**src/rtl/mfuse_pkg.sv**
```systemverilog
package mfuse_pkg;

   localparam int unsigned FOP_W     = 5;
   localparam int unsigned FOP_COUNT = 15;

   typedef enum logic [FOP_W-1:0] {
      FOP_NONE        = 5'd0,
      FOP_LUI_ADD     = 5'd1,
      FOP_ZEXT_W      = 5'd2,
      FOP_ZEXT_LO16   = 5'd3,
      FOP_ZEXTW_LO16  = 5'd4,
      FOP_SEXTW_LO16  = 5'd5,
      FOP_SHL_ADD     = 5'd6,
      FOP_SHL4_ADD    = 5'd7,
      FOP_ZEXT_SHL    = 5'd8,
      FOP_BYTE1       = 5'd9,
      FOP_SHR_ADD     = 5'd10,
      FOP_ODD_ADD     = 5'd11,
      FOP_ADDW_MASK   = 5'd12,
      FOP_ADDW_EXT16  = 5'd13,
      FOP_LOGIC_BIT0  = 5'd14,
      FOP_LOGIC_LO16  = 5'd15
   } fop_e;

   // major opcodes
   localparam logic [6:0] OPC_LUI    = 7'b0110111;
   localparam logic [6:0] OPC_OPIMM  = 7'b0010011;
   localparam logic [6:0] OPC_OPIMMW = 7'b0011011;
   localparam logic [6:0] OPC_OP     = 7'b0110011;
   localparam logic [6:0] OPC_OPW    = 7'b0111011;

   // fixed immediate fields of single-operand bit-manipulation ops
   localparam logic [11:0] IMM_SEXTH = 12'h605;
   localparam logic [11:0] IMM_ORCB  = 12'h287;
   localparam logic [6:0]  F7_ZEXTH  = 7'b0000100;

   typedef struct packed {
      logic        is_lui;
      logic        is_addi;
      logic        is_addiw;
      logic        is_slli;
      logic        is_srli;
      logic        is_slliw;
      logic        is_srliw;
      logic        is_sraiw;
      logic        is_add;
      logic        is_addw;
      logic        is_andi;
      logic        is_logic;
      logic        is_zexth;
      logic        is_sexth;
      logic [5:0]  shamt;
      logic [11:0] imm;
      logic [4:0]  rd;
      logic [4:0]  rs1;
   } insn_cls_t;

endpackage

```
**src/rtl/fuse_slot_decode.sv**
```systemverilog
module fuse_slot_decode
   import mfuse_pkg::*;
#(
   parameter int unsigned ILEN = 32,
   parameter int unsigned REGW = 5
) (
   input  logic [ILEN-1:0] insn,
   output insn_cls_t       cls
);

   localparam int unsigned RD_LO  = 7;
   localparam int unsigned RS1_LO = 15;
   localparam int unsigned F3_LO  = 12;

   if (ILEN != 32) begin : g_bad_ilen
      $error("fuse_slot_decode: ILEN must be 32");
   end
   if (REGW != 5) begin : g_bad_regw
      $error("fuse_slot_decode: REGW must be 5");
   end

   logic [6:0]      opc;
   logic [2:0]      f3;
   logic [6:0]      f7;
   logic [5:0]      f6;
   logic [REGW-1:0] rs2;

   always_comb begin
      opc = insn[6:0];
      f3  = insn[F3_LO +: 3];
      f7  = insn[31:25];
      f6  = insn[31:26];
      rs2 = insn[24:20];

      cls          = '0;
      cls.rd       = insn[RD_LO +: REGW];
      cls.rs1      = insn[RS1_LO +: REGW];
      cls.imm      = insn[31:20];
      cls.shamt    = insn[25:20];

      cls.is_lui   = (opc == OPC_LUI);
      cls.is_addi  = (opc == OPC_OPIMM)  && (f3 == 3'b000);
      cls.is_addiw = (opc == OPC_OPIMMW) && (f3 == 3'b000);
      cls.is_slli  = (opc == OPC_OPIMM)  && (f3 == 3'b001) && (f6 == 6'b000000);
      cls.is_srli  = (opc == OPC_OPIMM)  && (f3 == 3'b101) && (f6 == 6'b000000);
      cls.is_slliw = (opc == OPC_OPIMMW) && (f3 == 3'b001) && (f7 == 7'b0000000);
      cls.is_srliw = (opc == OPC_OPIMMW) && (f3 == 3'b101) && (f7 == 7'b0000000);
      cls.is_sraiw = (opc == OPC_OPIMMW) && (f3 == 3'b101) && (f7 == 7'b0100000);
      cls.is_add   = (opc == OPC_OP)     && (f3 == 3'b000) && (f7 == 7'b0000000);
      cls.is_addw  = (opc == OPC_OPW)    && (f3 == 3'b000) && (f7 == 7'b0000000);
      cls.is_andi  = (opc == OPC_OPIMM)  && (f3 == 3'b111);
      cls.is_zexth = (opc == OPC_OPW)    && (f3 == 3'b100) && (f7 == F7_ZEXTH)
                     && (rs2 == '0);
      cls.is_sexth = (opc == OPC_OPIMM)  && (f3 == 3'b001) && (insn[31:20] == IMM_SEXTH);

      cls.is_logic = cls.is_andi
                   || ((opc == OPC_OPIMM) && (f3 == 3'b110))
                   || ((opc == OPC_OPIMM) && (f3 == 3'b100))
                   || ((opc == OPC_OP) && (f7 == 7'b0000000)
                       && ((f3 == 3'b111) || (f3 == 3'b110) || (f3 == 3'b100)))
                   || ((opc == OPC_OPIMM) && (f3 == 3'b101) && (insn[31:20] == IMM_ORCB));
   end

endmodule

```
**src/rtl/fuse_pair_match.sv**
```systemverilog
module fuse_pair_match
   import mfuse_pkg::*;
#(
   parameter int unsigned NPAT = FOP_COUNT
) (
   input  insn_cls_t        older,
   input  insn_cls_t        younger,
   output logic [NPAT-1:0]  hit,
   output logic             tie_ok
);

   if (NPAT != FOP_COUNT) begin : g_bad_npat
      $error("fuse_pair_match: NPAT must equal the catalogue size");
   end

   localparam logic [11:0] IMM_ONE  = 12'h001;
   localparam logic [11:0] IMM_BYTE = 12'h0FF;

   logic sh_small, sh_hi, sh_zx;

   always_comb begin
      sh_small = (older.shamt >= 6'd1)  && (older.shamt <= 6'd3);
      sh_hi    = (older.shamt >= 6'd29) && (older.shamt <= 6'd32);
      sh_zx    = (younger.shamt >= 6'd29) && (younger.shamt <= 6'd31);

      hit = '0;
      hit[int'(FOP_LUI_ADD)-1]    = older.is_lui && (younger.is_addi || younger.is_addiw);
      hit[int'(FOP_ZEXT_W)-1]     = older.is_slli && (older.shamt == 6'd32)
                                    && younger.is_srli && (younger.shamt == 6'd32);
      hit[int'(FOP_ZEXT_LO16)-1]  = older.is_slli && (older.shamt == 6'd48)
                                    && younger.is_srli && (younger.shamt == 6'd48);
      hit[int'(FOP_ZEXTW_LO16)-1] = older.is_slliw && (older.shamt == 6'd16)
                                    && younger.is_srliw && (younger.shamt == 6'd16);
      hit[int'(FOP_SEXTW_LO16)-1] = older.is_slliw && (older.shamt == 6'd16)
                                    && younger.is_sraiw && (younger.shamt == 6'd16);
      hit[int'(FOP_SHL_ADD)-1]    = older.is_slli && sh_small && younger.is_add;
      hit[int'(FOP_SHL4_ADD)-1]   = older.is_slli && (older.shamt == 6'd4) && younger.is_add;
      hit[int'(FOP_ZEXT_SHL)-1]   = older.is_slli && (older.shamt == 6'd32)
                                    && younger.is_srli && sh_zx;
      hit[int'(FOP_BYTE1)-1]      = older.is_srli && (older.shamt == 6'd8)
                                    && younger.is_andi && (younger.imm == IMM_BYTE);
      hit[int'(FOP_SHR_ADD)-1]    = older.is_srli && sh_hi && younger.is_add;
      hit[int'(FOP_ODD_ADD)-1]    = older.is_andi && (older.imm == IMM_ONE)
                                    && (younger.is_add || younger.is_addw);
      hit[int'(FOP_ADDW_MASK)-1]  = older.is_addw && younger.is_andi
                                    && ((younger.imm == IMM_ONE) || (younger.imm == IMM_BYTE));
      hit[int'(FOP_ADDW_EXT16)-1] = older.is_addw && (younger.is_zexth || younger.is_sexth);
      hit[int'(FOP_LOGIC_BIT0)-1] = older.is_logic && younger.is_andi
                                    && (younger.imm == IMM_ONE);
      hit[int'(FOP_LOGIC_LO16)-1] = older.is_logic && younger.is_zexth;

      tie_ok = (younger.rd == older.rd) && (younger.rs1 == older.rd) && (older.rd != '0);
   end

endmodule

```
**src/rtl/fuse_code_encode.sv**
```systemverilog
module fuse_code_encode #(
   parameter int unsigned NPAT = 15,
   parameter int unsigned OPW  = 5
) (
   input  logic [NPAT-1:0] hit,
   output logic [OPW-1:0]  code
);

   if (NPAT >= (1 << OPW)) begin : g_bad_width
      $error("fuse_code_encode: OPW too narrow for NPAT codes");
   end

   logic [OPW-1:0] term [NPAT];

   for (genvar gi = 0; gi < NPAT; gi++) begin : g_term
      assign term[gi] = hit[gi] ? OPW'(gi + 1) : '0;
   end

   always_comb begin
      code = '0;
      for (int i = 0; i < NPAT; i++) begin
         code = code | term[i];
      end
   end

endmodule

```
**src/rtl/macro_fuse_detect.sv**
```systemverilog
module macro_fuse_detect
   import mfuse_pkg::*;
#(
   parameter int unsigned ILEN = 32,
   parameter int unsigned REGW = 5,
   parameter int unsigned OPW  = FOP_W
) (
   input  logic            clk,
   input  logic            rst,
   input  logic            slot0_valid,
   input  logic [ILEN-1:0] slot0_insn,
   input  logic            slot1_valid,
   input  logic [ILEN-1:0] slot1_insn,
   output logic            fuse_o,
   output logic [OPW-1:0]  fuse_op_o
);

   localparam int unsigned NSLOT = 2;
   localparam int unsigned NPAT  = FOP_COUNT;

   if (OPW != FOP_W) begin : g_bad_opw
      $error("macro_fuse_detect: OPW must match the code enum width");
   end

   logic [ILEN-1:0] slot_insn [NSLOT];
   insn_cls_t       slot_cls  [NSLOT];

   assign slot_insn[0] = slot0_insn;
   assign slot_insn[1] = slot1_insn;

   for (genvar gs = 0; gs < NSLOT; gs++) begin : g_slot
      fuse_slot_decode #(
         .ILEN (ILEN),
         .REGW (REGW)
      ) u_dec (
         .insn (slot_insn[gs]),
         .cls  (slot_cls[gs])
      );
   end

   logic [NPAT-1:0] hit;
   logic            tie_ok;
   logic [OPW-1:0]  code;
   logic            fire;

   fuse_pair_match #(
      .NPAT (NPAT)
   ) u_match (
      .older   (slot_cls[0]),
      .younger (slot_cls[1]),
      .hit     (hit),
      .tie_ok  (tie_ok)
   );

   fuse_code_encode #(
      .NPAT (NPAT),
      .OPW  (OPW)
   ) u_enc (
      .hit  (hit),
      .code (code)
   );

   assign fire = slot0_valid && slot1_valid && tie_ok && (|hit);

   always_ff @(posedge clk) begin
      if (rst) begin
         fuse_o    <= 1'b0;
         fuse_op_o <= '0;
      end else begin
         fuse_o    <= fire;
         fuse_op_o <= fire ? code : '0;
      end
   end

   assert_reset_clear_R1: assert property (@(posedge clk)
      rst |=> (!fuse_o && (fuse_op_o == '0)));

   assert_no_fuse_invalid_R2: assert property (@(posedge clk) disable iff (rst)
      !(slot0_valid && slot1_valid) |=> !fuse_o);

   assert_tie_rule_R3: assert property (@(posedge clk) disable iff (rst)
      !tie_ok |=> !fuse_o);

   assert_flag_matches_code_R10: assert property (@(posedge clk) disable iff (rst)
      fuse_o == (fuse_op_o != '0));

   assert_single_pattern_R10: assert property (@(posedge clk) disable iff (rst)
      $onehot0(hit));

endmodule

```
**config.mk**
```make
export PLATFORM = sky130hd
export DESIGN_NAME = macro_fuse_detect
export DESIGN_NICKNAME = d
export VERILOG_FILES = /design/src/rtl/mfuse_pkg.sv /design/src/rtl/fuse_slot_decode.sv /design/src/rtl/fuse_pair_match.sv /design/src/rtl/fuse_code_encode.sv /design/src/rtl/macro_fuse_detect.sv
export SDC_FILE = /design/constraint.sdc
export NUM_CORES = 1
export LEC_CHECK = 0
export ABC_AREA = 1
export BUFFER_PORTS_ARGS = -buffer_cell sky130_fd_sc_hd__buf_2
export CAP_MARGIN = 20
export CORE_MARGIN = 1
export CORE_UTILIZATION = 39
export DETAILED_ROUTE_END_ITERATION = 10
export PLACE_DENSITY = 0.75
export SETUP_SLACK_MARGIN = 0.3
export SKIP_CTS_REPAIR_TIMING = 1
export SYNTH_ARGS = -nofsm -noshare
export SYNTH_HDL_FRONTEND = slang
export SYNTH_SLANG_ARGS = --single-unit
```
**constraint.sdc**
```tcl
create_clock -name clk -period 1.1 [get_ports clk]
set_input_delay 0.165 -clock clk [delete_from_list [all_inputs] [get_ports clk]]
set_output_delay 0.165 -clock clk [all_outputs]
set_load 0.005 [all_outputs]
```
### Word-level counts from Yosys, hierarchy flattened

Cells that the tools add are included.

| storage, ports and cells | value |
|---|---|
| input port bits | 68 |
| output and inout port bits | 6 |
| bits in registers | 6 |

| operators by class | value |
|---|---|
| bitwise gates (word level) | 15 |
| magnitude comparators | 6 |
| reductions and logical operators | 89 |
| equality and inequality tests | 35 |
| mux-type cells | 15 |

Operator list:

| cell | number |
|---|---|
| 5-bit bitwise OR | 14 |
| 1-bit logical AND | 69 |
| 7-bit by 6-bit == test with 1-bit output, second input constant | 6 |
| 4-bit 2-to-1 mux | 8 |
| 7-bit by 5-bit == test with 1-bit output, second input constant | 4 |
| 12-bit by 1-bit == test with 1-bit output, second input constant | 2 |
| 6-bit == test, second input constant | 4 |
| 3-bit == test, second input constant | 7 |
| 15-bit OR reduction | 1 |
| 7-bit logical NOT | 2 |
| 12-bit by 10-bit == test with 1-bit output, second input constant | 1 |
| 12-bit by 11-bit == test with 1-bit output, second input constant | 1 |
| 12-bit by 8-bit == test with 1-bit output, second input constant | 1 |
| 6-bit by 5-bit == test with 1-bit output, second input constant | 2 |
| 6-bit by 5-bit greater-or-equal comparator with 1-bit output, second input constant | 2 |
| 6-bit logical NOT | 2 |
| 3-bit 2-to-1 mux | 4 |
| 5-bit == test | 2 |
| 1-bit logical OR | 10 |
| 7-bit by 3-bit == test with 1-bit output, second input constant | 1 |
| 3-bit by 1-bit == test with 1-bit output, second input constant | 2 |
| 6-bit by 3-bit == test with 1-bit output, second input constant | 1 |
| 6-bit by 4-bit == test with 1-bit output, second input constant | 1 |
| 6-bit by 1-bit greater-or-equal comparator with 1-bit output, second input constant | 1 |
| other kinds (10) | 12 |

### Logic depth before layout (Yosys ltp)

Gate-level depths: netlist of run 1.

| depth | value |
|---|---|
| word-level depth | 21 |
| mapped depth | 13 |
| mapped depth without buffers | 13 |

### Modules after synthesis

From an unflattened synthesis of run 1, not the netlist that was laid out.

| second synthesis, totals | value |
|---|---|
| cell total of the unflattened synthesis | 400 |
| area total of the unflattened synthesis | 2,060.7 um^2 |

Modules (own cells, without submodules):

| module | cells an instance | instances | area each (um^2) |
|---|---|---|---|
| fuse_slot_decode | 105 | 2 | 554.3 |
| fuse_pair_match | 116 | 1 | 556.8 |
| macro_fuse_detect | 35 | 1 | 240.2 |
| fuse_code_encode | 39 | 1 | 155.1 |

### Worst setup path before layout of run 1

OpenSTA, ideal clock, no wires.

| timing | value |
|---|---|
| kind | input -> register |
| start | in slot1_insn[1] |
| end | reg fuse_op_o[1] |
| stages on the path | 12 |
| setup time | 120 ps |
| required time | 980 ps |
| slack | -113 ps |
| arrival | 1,093 ps |
| cell sequence | nand2_1 > inv_1 > nand2_1 > nor2_2 > nand2_1 > nor2_1 > o21ai_2 > nand2_2 > nor2_1 > nand2_2 > nand2_4 > nor2_2 |

| between the ends | value |
|---|---|
| longest elaborated chain between the ends | 20 |

RTL lines:

| what | RTL line | source |
|---|---|---|
| start: declaration | macro_fuse_detect.sv:13 | `input logic [ILEN-1:0] slot1_insn,` |
| 7-bit by 5-bit == test with 1-bit output | -- |  |
| 1-bit logical AND (2 in series) | fuse_slot_decode.sv:45 | `cls.is_srli = (opc == OPC_OPIMM) && (f3 == 3'b101) && (f6 == 6'b000000);` |
| 1-bit logical AND | fuse_pair_match.sv:29, fuse_pair_match.sv:39 |  |
| 1-bit logical AND | fuse_pair_match.sv:29 | `&& younger.is_srli && (younger.shamt == 6'd32);` |
| 2-bit 2-to-1 mux | fuse_code_encode.sv:16 | `assign term[gi] = hit[gi] ? OPW'(gi + 1) : '0;` |
| 5-bit bitwise OR (14 in series) | fuse_code_encode.sv:22 | `code = code \| term[i];` |
| end signal: assignment | macro_fuse_detect.sv:71 | `fuse_op_o <= fire ? code : '0;` |
| end: declaration | macro_fuse_detect.sv:15 | `output logic [OPW-1:0] fuse_op_o` |

Several ways; a longest one is shown, not always the timed one.
A chain may end at the register's enable or synchronous reset.

### Final worst setup path of run 1

| timing | value |
|---|---|
| start | in slot1_insn[13] |
| end | reg fuse_op_o[2] |

| between the ends | value |
|---|---|
| longest elaborated chain between the ends | 18 |

RTL lines:

| what | RTL line | source |
|---|---|---|
| 3-bit == test | fuse_slot_decode.sv:45, fuse_slot_decode.sv:47, fuse_slot_decode.sv:48 |  |
| 1-bit logical AND | fuse_slot_decode.sv:47, fuse_slot_decode.sv:48 |  |
| 1-bit logical AND | fuse_slot_decode.sv:47 | `cls.is_srliw = (opc == OPC_OPIMMW) && (f3 == 3'b101) && (f7 == 7'b0000000);` |
| 1-bit logical AND (2 in series) | fuse_pair_match.sv:33 | `&& younger.is_srliw && (younger.shamt == 6'd16);` |
| 3-bit 2-to-1 mux | fuse_code_encode.sv:16 |  |
| 5-bit bitwise OR (12 in series) | fuse_code_encode.sv:22 |  |

Several ways; a longest one is shown, not always the timed one.

==> metrics.txt, run 1 <==
Placement Cell Area=about 0.0021 sq mm; grt ovf=0; io pins=74; CP Launch Type=input port; total CTS buffers=3; # diodes=0; first-pass GRT wire length=6380 microns; Total Routed Length=4290 microns; Ys Warns=0; cell row count=20; deepest clock path buffer count=2; max cap viols=0; largest net degree at the start of global routing=7; Post-Layout Inst Area=around 0.0023 sq mm; post-route ant nets=0; Leakage=1.14 nW; Synth cell types=27; RSZ-0062 raised after global routing=yes; Layout area overhead=73.7%; failing checks=negative setup slack; layout cells sized above 1=56.3%; Core Area=~0.0031 sq mm; Yosys top cell area share=15.3%; Clock transition at path regs=0.04 ns; CTS root buf=clkbuf_4; DR vias/cell=4.81; dpl cells=387; CTS tree=done; Finished Layout Cells=394; Peak VDD IR=258 uV; Synth area leaders=nor2_1, nand2_1, nand3_1, dfxtp_1, inv_1; Die ar.=0.00362 sq mm; Syn Area/Cell=5.31 sq um; Final Util=about three quarters; via count=1897; initial DRC count=72; die height=60.2 microns; CP Data Arrival Time=1.48 ns; post-DP HPWL=approximately 3400 microns; worst hold path class=in2reg; Post-route DRC=0; Worst EP required=around 1.3 ns; post-synth top area cell=nor2_1; #FFs+latches synth=5; post-synthesis sequential area ratio=7.58%; Final setup viols=5; count of input and output buffers=67; post-layout min period=1.30 ns; Wirelength per Cell=10.9 microns; final-report max-slew violation count=0; pwr dens=390 mW/mm^2; Fin. Hold Viols=0; commonest non-fill, non-tap cell in the layout=buf_2; fin crit share=118%; DR pass1 iterations=4; total track usage=22.3%; Syn Inst Count=249; clock sinks=5; syn_nets=317; status=finished with violations; H-tree level count=1; CP Class=in2reg; vias in the first global route=1685; Initial Util=42.2%; placer congestion estimate=0.942; most frequent cells in the layout=buf_2, nor2_1, nand2_1, buf_4; die span in x=about 60 microns; initial antenna violation count=0; CP Max Fanout=5; Syn Std Cell Area=~0.0013 sq mm; final-stage net count=roughly 420; post-route setup slack=-0.200 ns; Crit. End Element=flop; Max Clk Rate=between 700 and 800 MHz
## critical path: stages
cell	delay [ns]
buf_2	0.13
inv_1	0.07
nand3_1	0.13
nor2_2	0.14
nand2_2	0.07
nor2_1	0.13
nand3_1	0.14
nand2_2	0.09
inv_2	0.04
nand3_2	0.07
nor2_2	0.04
nand2_2	0.07
nand2_4	0.07
nor2_2	0.11
## Yosys cell counts
cell,count
inv_2,16
and3_1,1
nand3b_1,2
nor3_2,4
nand3_2,3
nor4_1,1
o21ai_2,1
o2111ai_1,1
nor2_4,3
nor3_1,8
nand2_2,2
nor4_4,1
nand3b_4,1
nand4_1,13
nor2_2,12
nor2_1,54
nand2_4,1
conb_1,1
xnor2_1,9
nand3_1,28
buf_4,1
nor3b_1,2
a21oi_1,1
xor2_1,1
nand2_1,52
dfxtp_1,5
inv_1,25
## logic make-up (layout without fill, tap and decap cells)
family | after synthesis | in the layout | share of synthesized area, %
flops | 5 | 5 | 7.58
compound gates | 3 | 3 | 1.70
simple gates | 188 | 188 | 71.6
xor+xnor | 10 | 10 | 6.63
buf+inv | 42 | 143 | 12.2
other cells | 1 | 1 | 0.284
## metrics by stage
stage	setup slack [ns]	hold slack (ns)	power, W	TNS, ns
finish	-0.200	0.374	0.000896	-0.882
global route	-0.322	0.402	0.000970	-1.45
CTS	-0.171	0.375	0.000853	-0.797
detailed placement	-0.413	0.545	0.000638	-2.02
global placement	-0.375	0.542	0.000632	-1.84
floorplan	-0.0490	0.449	0.000384	-0.212
## path summary, 6_finish.rpt
path	depth (start not counted)	slack, ns	startpoint	endpoint
min	6	0.37	rst	fuse_op_o[1]
max	14	-0.20	slot1_insn[13]	fuse_op_o[2]
## area by class of cell
type	count	area, sq um
inverter	41	179
multi-input combinational	202	1310
clock buffer	4	26.3
sequential	5	101
fill	262	833
timing repair buffer	98	624
tap	44	55.1
## flip-flops by register name, summed over array words and instances, names as in the netlist
| register | cells |
|---|---|
| fuse_o | 1 |
| fuse_op_o | 4 |
## routing by layer
| layer | up-vias | routed length [microns] | global-route usage (%) | share of wire [%] |
|---|---|---|---|---|
| li1 | 993 | - | - | - |
| met1 | 853 | 1820 | 27.6 | 42 |
| met2 | 49 | 2280 | 41.8 | 53 |
| met3 | 2 | 168 | 2.16 | 3.9 |
| met4 | 0 | 21 | 2.66 | 0.49 |
| met5 | - | 0 | 0 | 0 |
## report_power, final
| part | total, W | leakage (nW) | switching [W] | internal (W) |
|---|---|---|---|---|
| clock network | 0.000206 | 0.0150 | 0.0000695 | 0.000137 |
| logic | 0.000508 | 1.08 | 0.000268 | 0.000239 |
| registers | 0.000182 | 0.0408 | 0.0000000000000437 | 0.000182 |
| total | 0.000896 | 1.14 | 0.000338 | 0.000558 |
No activity file was read; power rests on OpenSTA's default activity.
==> run 2: changes to the inputs <==
--- a/config.mk
+++ b/config.mk
@@ -9,9 +9,9 @@
 export BUFFER_PORTS_ARGS = -buffer_cell sky130_fd_sc_hd__buf_2
 export CAP_MARGIN = 20
 export CORE_MARGIN = 1
-export CORE_UTILIZATION = 39
+export CORE_UTILIZATION = 40
 export DETAILED_ROUTE_END_ITERATION = 10
-export PLACE_DENSITY = 0.75
+export PLACE_DENSITY = 0.76
 export SETUP_SLACK_MARGIN = 0.3
 export SKIP_CTS_REPAIR_TIMING = 1
 export SYNTH_ARGS = -nofsm -noshare
==> metrics.txt, run 2 (same netlist as run 1, synthesis figures left out) <==
Core Area=between 0.003 and 0.004 sq mm; final-stage net count=approximately 420; via count=roughly 2000; total track usage=a little under a quarter; commonest non-fill, non-tap cell in the layout=buf_2; first-pass GRT wire length=approximately 6600 microns; biggest regs=fuse_op_o: 4 flops, fuse_o: 1 flops; Crit. End Element=flop; placer congestion estimate=0.954; CP Class=in2reg; pre-CTS WS=-0.390 ns; Wirelength per Cell=12.0 microns; Finished Layout Cells=~400; crit path to=fuse_op_o[3]; Layout area overhead=83.3%; Total Routed Length=4750 microns; die height=59.5 microns; largest net degree at the start of global routing=7; CP Max Fanout=5; Post-route DRC=0; count of input and output buffers=67; Worst Setup SP=slot0_insn[12]; pwr dens=396 mW/mm^2; Fin Hold WS=0.408 ns; max cap viols=0; DR vias/cell=slightly below 5; post-route setup slack=-0.173 ns; initial antenna violation count=0; post-route ant nets=0; Leakage=1.17 nW; CTS root buf=clkbuf_4; DR pass1 iterations=4; worst hold path class=in2reg; io pins=74; setup_tns=-0.735 ns; Max Clk Rate=786 MHz; Die ar.=0.00354 sq mm; RSZ-0062 raised after global routing=yes; Clock transition at path regs=roughly 0.040 ns; deepest clock path buffer count=2; H-tree level count=1; Initial Util=42.6%; CP Data Arrival Time=around 1.5 ns; layout cells sized above 1=62.5%; # diodes=0; initial DRC count=between 60 and 70; dpl cells=386; post-DP HPWL=approximately 3500 microns; clock sinks=5; max reg flops=4; Peak VDD IR=about 230 uV; failing checks=negative setup slack; most frequent cells in the layout=buf_2, buf_4, nand2_1, nor2_1, nor2_4; cell row count=20; CTS tree=done; Worst EP required=1.28 ns; FILL cells=251; vias in the first global route=between 1500 and 2000; status=finished with violations; final-report max-slew violation count=0; Final setup viols=5; CP Launch Type=input port; Placement Cell Area=0.00204 sq mm; fin crit share=116%; total CTS buffers=3; Fin. Hold Viols=0; Post-Layout Inst Area=0.00242 sq mm; post-layout min period=~1.3 ns; die span in x=59.5 microns; register bank with the most flops=fuse_op_o; HP Start=rst; grt ovf=0
[run 2: changes by cell type in the layout (fill, tap and decap cells not counted), moves of 2 or more]
| cell | change |
|---|---|
| nand3_1 | -3 |
| nand3_4 | +2 |
| nor2_4 | +8 |
| nand2_2 | +5 |
| inv_1 | -3 |
| nor2_1 | -10 |
| nand2_1 | -5 |
| nor2_2 | +2 |
| buf_4 | +2 |
| inv_2 | +2 |
[run 2: report_power, final]
group	internal (W)	leakage, nW	total, W	switching, W
sequential	0.000182	0.0402	0.000182	0.0000000000000417
combinational	0.000261	1.12	0.000564	0.000303
clock	0.000137	0.0150	0.000214	0.0000767
[run 2: through the flow]
stage	power, W	utilization [%]
detailed placement	0.000647	65.9
global route	0.00102	78.1
global placement	0.000636	65.9
finish	0.000960	78.1
floorplan	0.000384	-
CTS	0.000858	66.7
[run 2: worst max-delay path, stage by stage]
cell	delay [ns]
buf_6	0.08
inv_2	0.04
nor2_4	0.16
nand2_1	0.09
nor3_1	0.26
nand2_1	0.10
nand2_2	0.10
o21ai_2	0.07
nand2_2	0.08
nor2_2	0.04
nand2_2	0.07
nand2_4	0.08
nor2_2	0.11
[run 2: worst min-delay path by stage]
stage | end | slack [ns] | cells past startpoint
6_report | fuse_o | 0.41 | 6
5_1_grt | fuse_op_o[0] | 0.44 | 6
4_1_cts | fuse_o | 0.40 | 6
3_5_place_dp | fuse_op_o[1] | 0.54 | 1
3_3_place_gp | fuse_o | 0.54 | 1
2_1_floorplan | fuse_o | 0.45 | 0
[run 2: per-layer routing]
metal	global-route usage, %	routed length, microns
met1	27.7	1820
met2	45.6	2650
met3	1.97	168
met4	4.76	122
met5	0	0
[run 2: area by class of cell]
cell class / instances / area, sq um / area share, %
Inverter: 41 / 181 / 7.49
Sequential cell: 5 / 100 / 4.13
Tap cell: 44 / 55.1 / 2.27
Clock buffer: 4 / 26.3 / 1.08
Timing Repair Buffer: 100 / 639 / 26.4
Multi-Input combinational cell: 202 / 1420 / 58.6
==> run 3: changes to the inputs <==
--- a/config.mk
+++ b/config.mk
@@ -5,11 +5,10 @@
 export SDC_FILE = /design/constraint.sdc
 export NUM_CORES = 1
 export LEC_CHECK = 0
-export ABC_AREA = 1
 export BUFFER_PORTS_ARGS = -buffer_cell sky130_fd_sc_hd__buf_2
 export CAP_MARGIN = 20
 export CORE_MARGIN = 1
-export CORE_UTILIZATION = 40
+export CORE_UTILIZATION = 36
 export DETAILED_ROUTE_END_ITERATION = 10
 export PLACE_DENSITY = 0.76
 export SETUP_SLACK_MARGIN = 0.3
==> metrics.txt, run 3 <==
most frequent cells after synthesis=nand3_1, nor2_1, nand2_1; Fin. Hold Viols=0; Slew Limit Headroom=66.0%; post-synthesis sequential area ratio=10.2%; register bank with the most flops=fuse_op_o; CTS root buf=clkbuf_4; final-report max-slew violation count=0; Seq pwr share=22.7%; dominant synthesized flop cell=dfxtp_1; pre-CTS WS=-1.23 ns; Post-synth ARST share=0%; FILL cells=197; initial DRC count=89; cell row count=18; Max Clk Rate=approximately 500 MHz; count of input and output buffers=67; Worst Setup SP=slot1_insn[26]; Post-route DRC=0; RSZ-0062 raised after global routing=yes; post-DP HPWL=3690 microns; placer congestion estimate=0.956; Syn Inst Count=140; Clock transition at path regs=0.05 ns; post-synth top area cell=dfxtp_1; deepest clock path buffer count=2; failing checks=negative setup slack; post-route setup slack=-0.947 ns; Ys Warns=0; Yosys top cell area share=about a tenth; CP Data Arrival Time=2.21 ns; die span in x=around 54 microns; fin crit share=186%; logic gate share of total power=50.4%; xor and xnor area share after synthesis=less than 1%; post-layout min period=between 2 and 2.5 ns; #FFs+latches synth=5; Synth cell types=51; most frequent cells in the layout=buf_4, buf_2, nand3_1, nor2_1, nand2_1; largest net degree at the start of global routing=7; first-pass GRT wire length=6640 microns; biggest regs=fuse_op_o: 4 flops, fuse_o: 1 flops; syn_nets=208; Total Routed Length=4510 microns; DR vias/cell=roughly 5.8; Net Sw Frac=31.9%; count leader, synth=nand3_1; worst hold path class=in2reg; largest family of logic cells by synthesized area=simple AND/OR/NAND/NOR gates; clock sinks=5; vias in the first global route=1581; Post-synth EDFFs=0; H-tree level count=1; Worst Tran Pin Value=0.505 ns; Core Area=0.00252 sq mm; CP Max Fanout=4; Sw Pwr=0.000255 W; Syn Std Cell Area=983 sq um; post-synthesis mux area share=0%; Fin Hold WS=between 0.3 and 0.4 ns; layout cells sized above 1=55.6%; Compound-Gate Fraction of Synth Area=approximately a fifth; Wirelength per Cell=between 10 and 15 microns; HP Start=rst; via count=~1800; final-stage net count=346; Worst EP required=1.26 ns; commonest non-fill, non-tap cell in the layout=buf_4; Final setup viols=5; # diodes=0; Crit. End Element=flop; die height=54.3 microns; max cap viols=0; Clock power frac=26.8%; Peak VDD IR=about 640 uV; CP Class=in2reg; post-route ant nets=0; DR pass1 iterations=4; Initial Util=just under 40%; Simple-Gate Fraction of Synth Area=65.3%; adder-cell share of the synthesized area=0%; pwr dens=406 mW/mm^2; Layout area overhead=100%; Die ar.=~0.0029 sq mm; total track usage=30.7%; status=finished with violations; Int Pwr=0.000544 W; setup_tns=-4.39 ns; max reg flops=4; CP Launch Type=input port; Syn Area/Cell=7.02 sq um; Synth area leaders=dfxtp_1, nand3_1, nor4_1, nor2_1, nand4b_1; initial antenna violation count=0; io pins=74; Leakage=between 0.9 and 1 nW; total CTS buffers=3; CTS tree=done; grt ovf=0
run 3: critical path: stages:
cell and delay (ns):
buf_6 0.09, or3_4 0.39, or4_4 0.41, or3_4 0.38, nor3_4 0.24, a311oi_2 0.09, a41o_1 0.28, a41oi_2 0.17
run 3: path summary, 6_finish.rpt:
path / end / depth (start not counted) / slack, ns
hold / removal: fuse_op_o[3] / 5 / 0.32
setup / recovery: fuse_op_o[1] / 8 / -0.95
run 3: routing by layer:
layer / GRT usage (%) / wire [microns] / part of all wire [%]
met2: 53.5 / 2190 / 48
met5: 0 / 0 / 0
met3: 3.89 / 376 / 8.3
met1: 38.5 / 1790 / 40
met4: 9.83 / 159 / 3.5
run 3: power by group through the flow:
| stage | logic (W) | clock network (W) | registers, W |
|---|---|---|---|
| 6_report | 0.000403 | 0.000215 | 0.000182 |
| 4_1_cts | 0.000386 | 0.000222 | 0.000182 |
| 3_3_place_gp | 0.000373 | 0 | 0.000185 |
| 3_5_place_dp | 0.000385 | 0 | 0.000185 |
| 5_1_grt | 0.000433 | 0.000234 | 0.000181 |
| 2_1_floorplan | 0.0000879 | 0 | 0.000185 |
run 3: kinds of logic after synthesis:
logic type,count (synthesis)
xor gates and xnor gates,1
other,1
and+or+nand+nor,103
AOI/OAI and AO/OA,24
DFF,5
buffers and inverters,6
run 3: per-stage QoR:
stage / util [%] / cell area [sq um] / instances / power (W)
after floorplan: - / 983 / 140 / 0.000273
after global placement: 73.5 / 1850 / 301 / 0.000558
after detailed placement: 73.5 / 1850 / 301 / 0.000570
after CTS: 74.5 / 1880 / 305 / 0.000790
after global routing: 78.0 / 1970 / 307 / 0.000848
final: 78.0 / 1970 / 307 / 0.000799
run 3: cell type report:
| type | count | area [sq um] | area share (%) |
|---|---|---|---|
| clock buffer | 4 | 26.3 | 1.34 |
| inverter | 4 | 15.0 | 0.763 |
| multi-input combinational | 129 | 911 | 46.3 |
| sequential | 5 | 101 | 5.15 |
| tap | 30 | 37.5 | 1.91 |
| timing repair buffer | 135 | 877 | 44.6 |
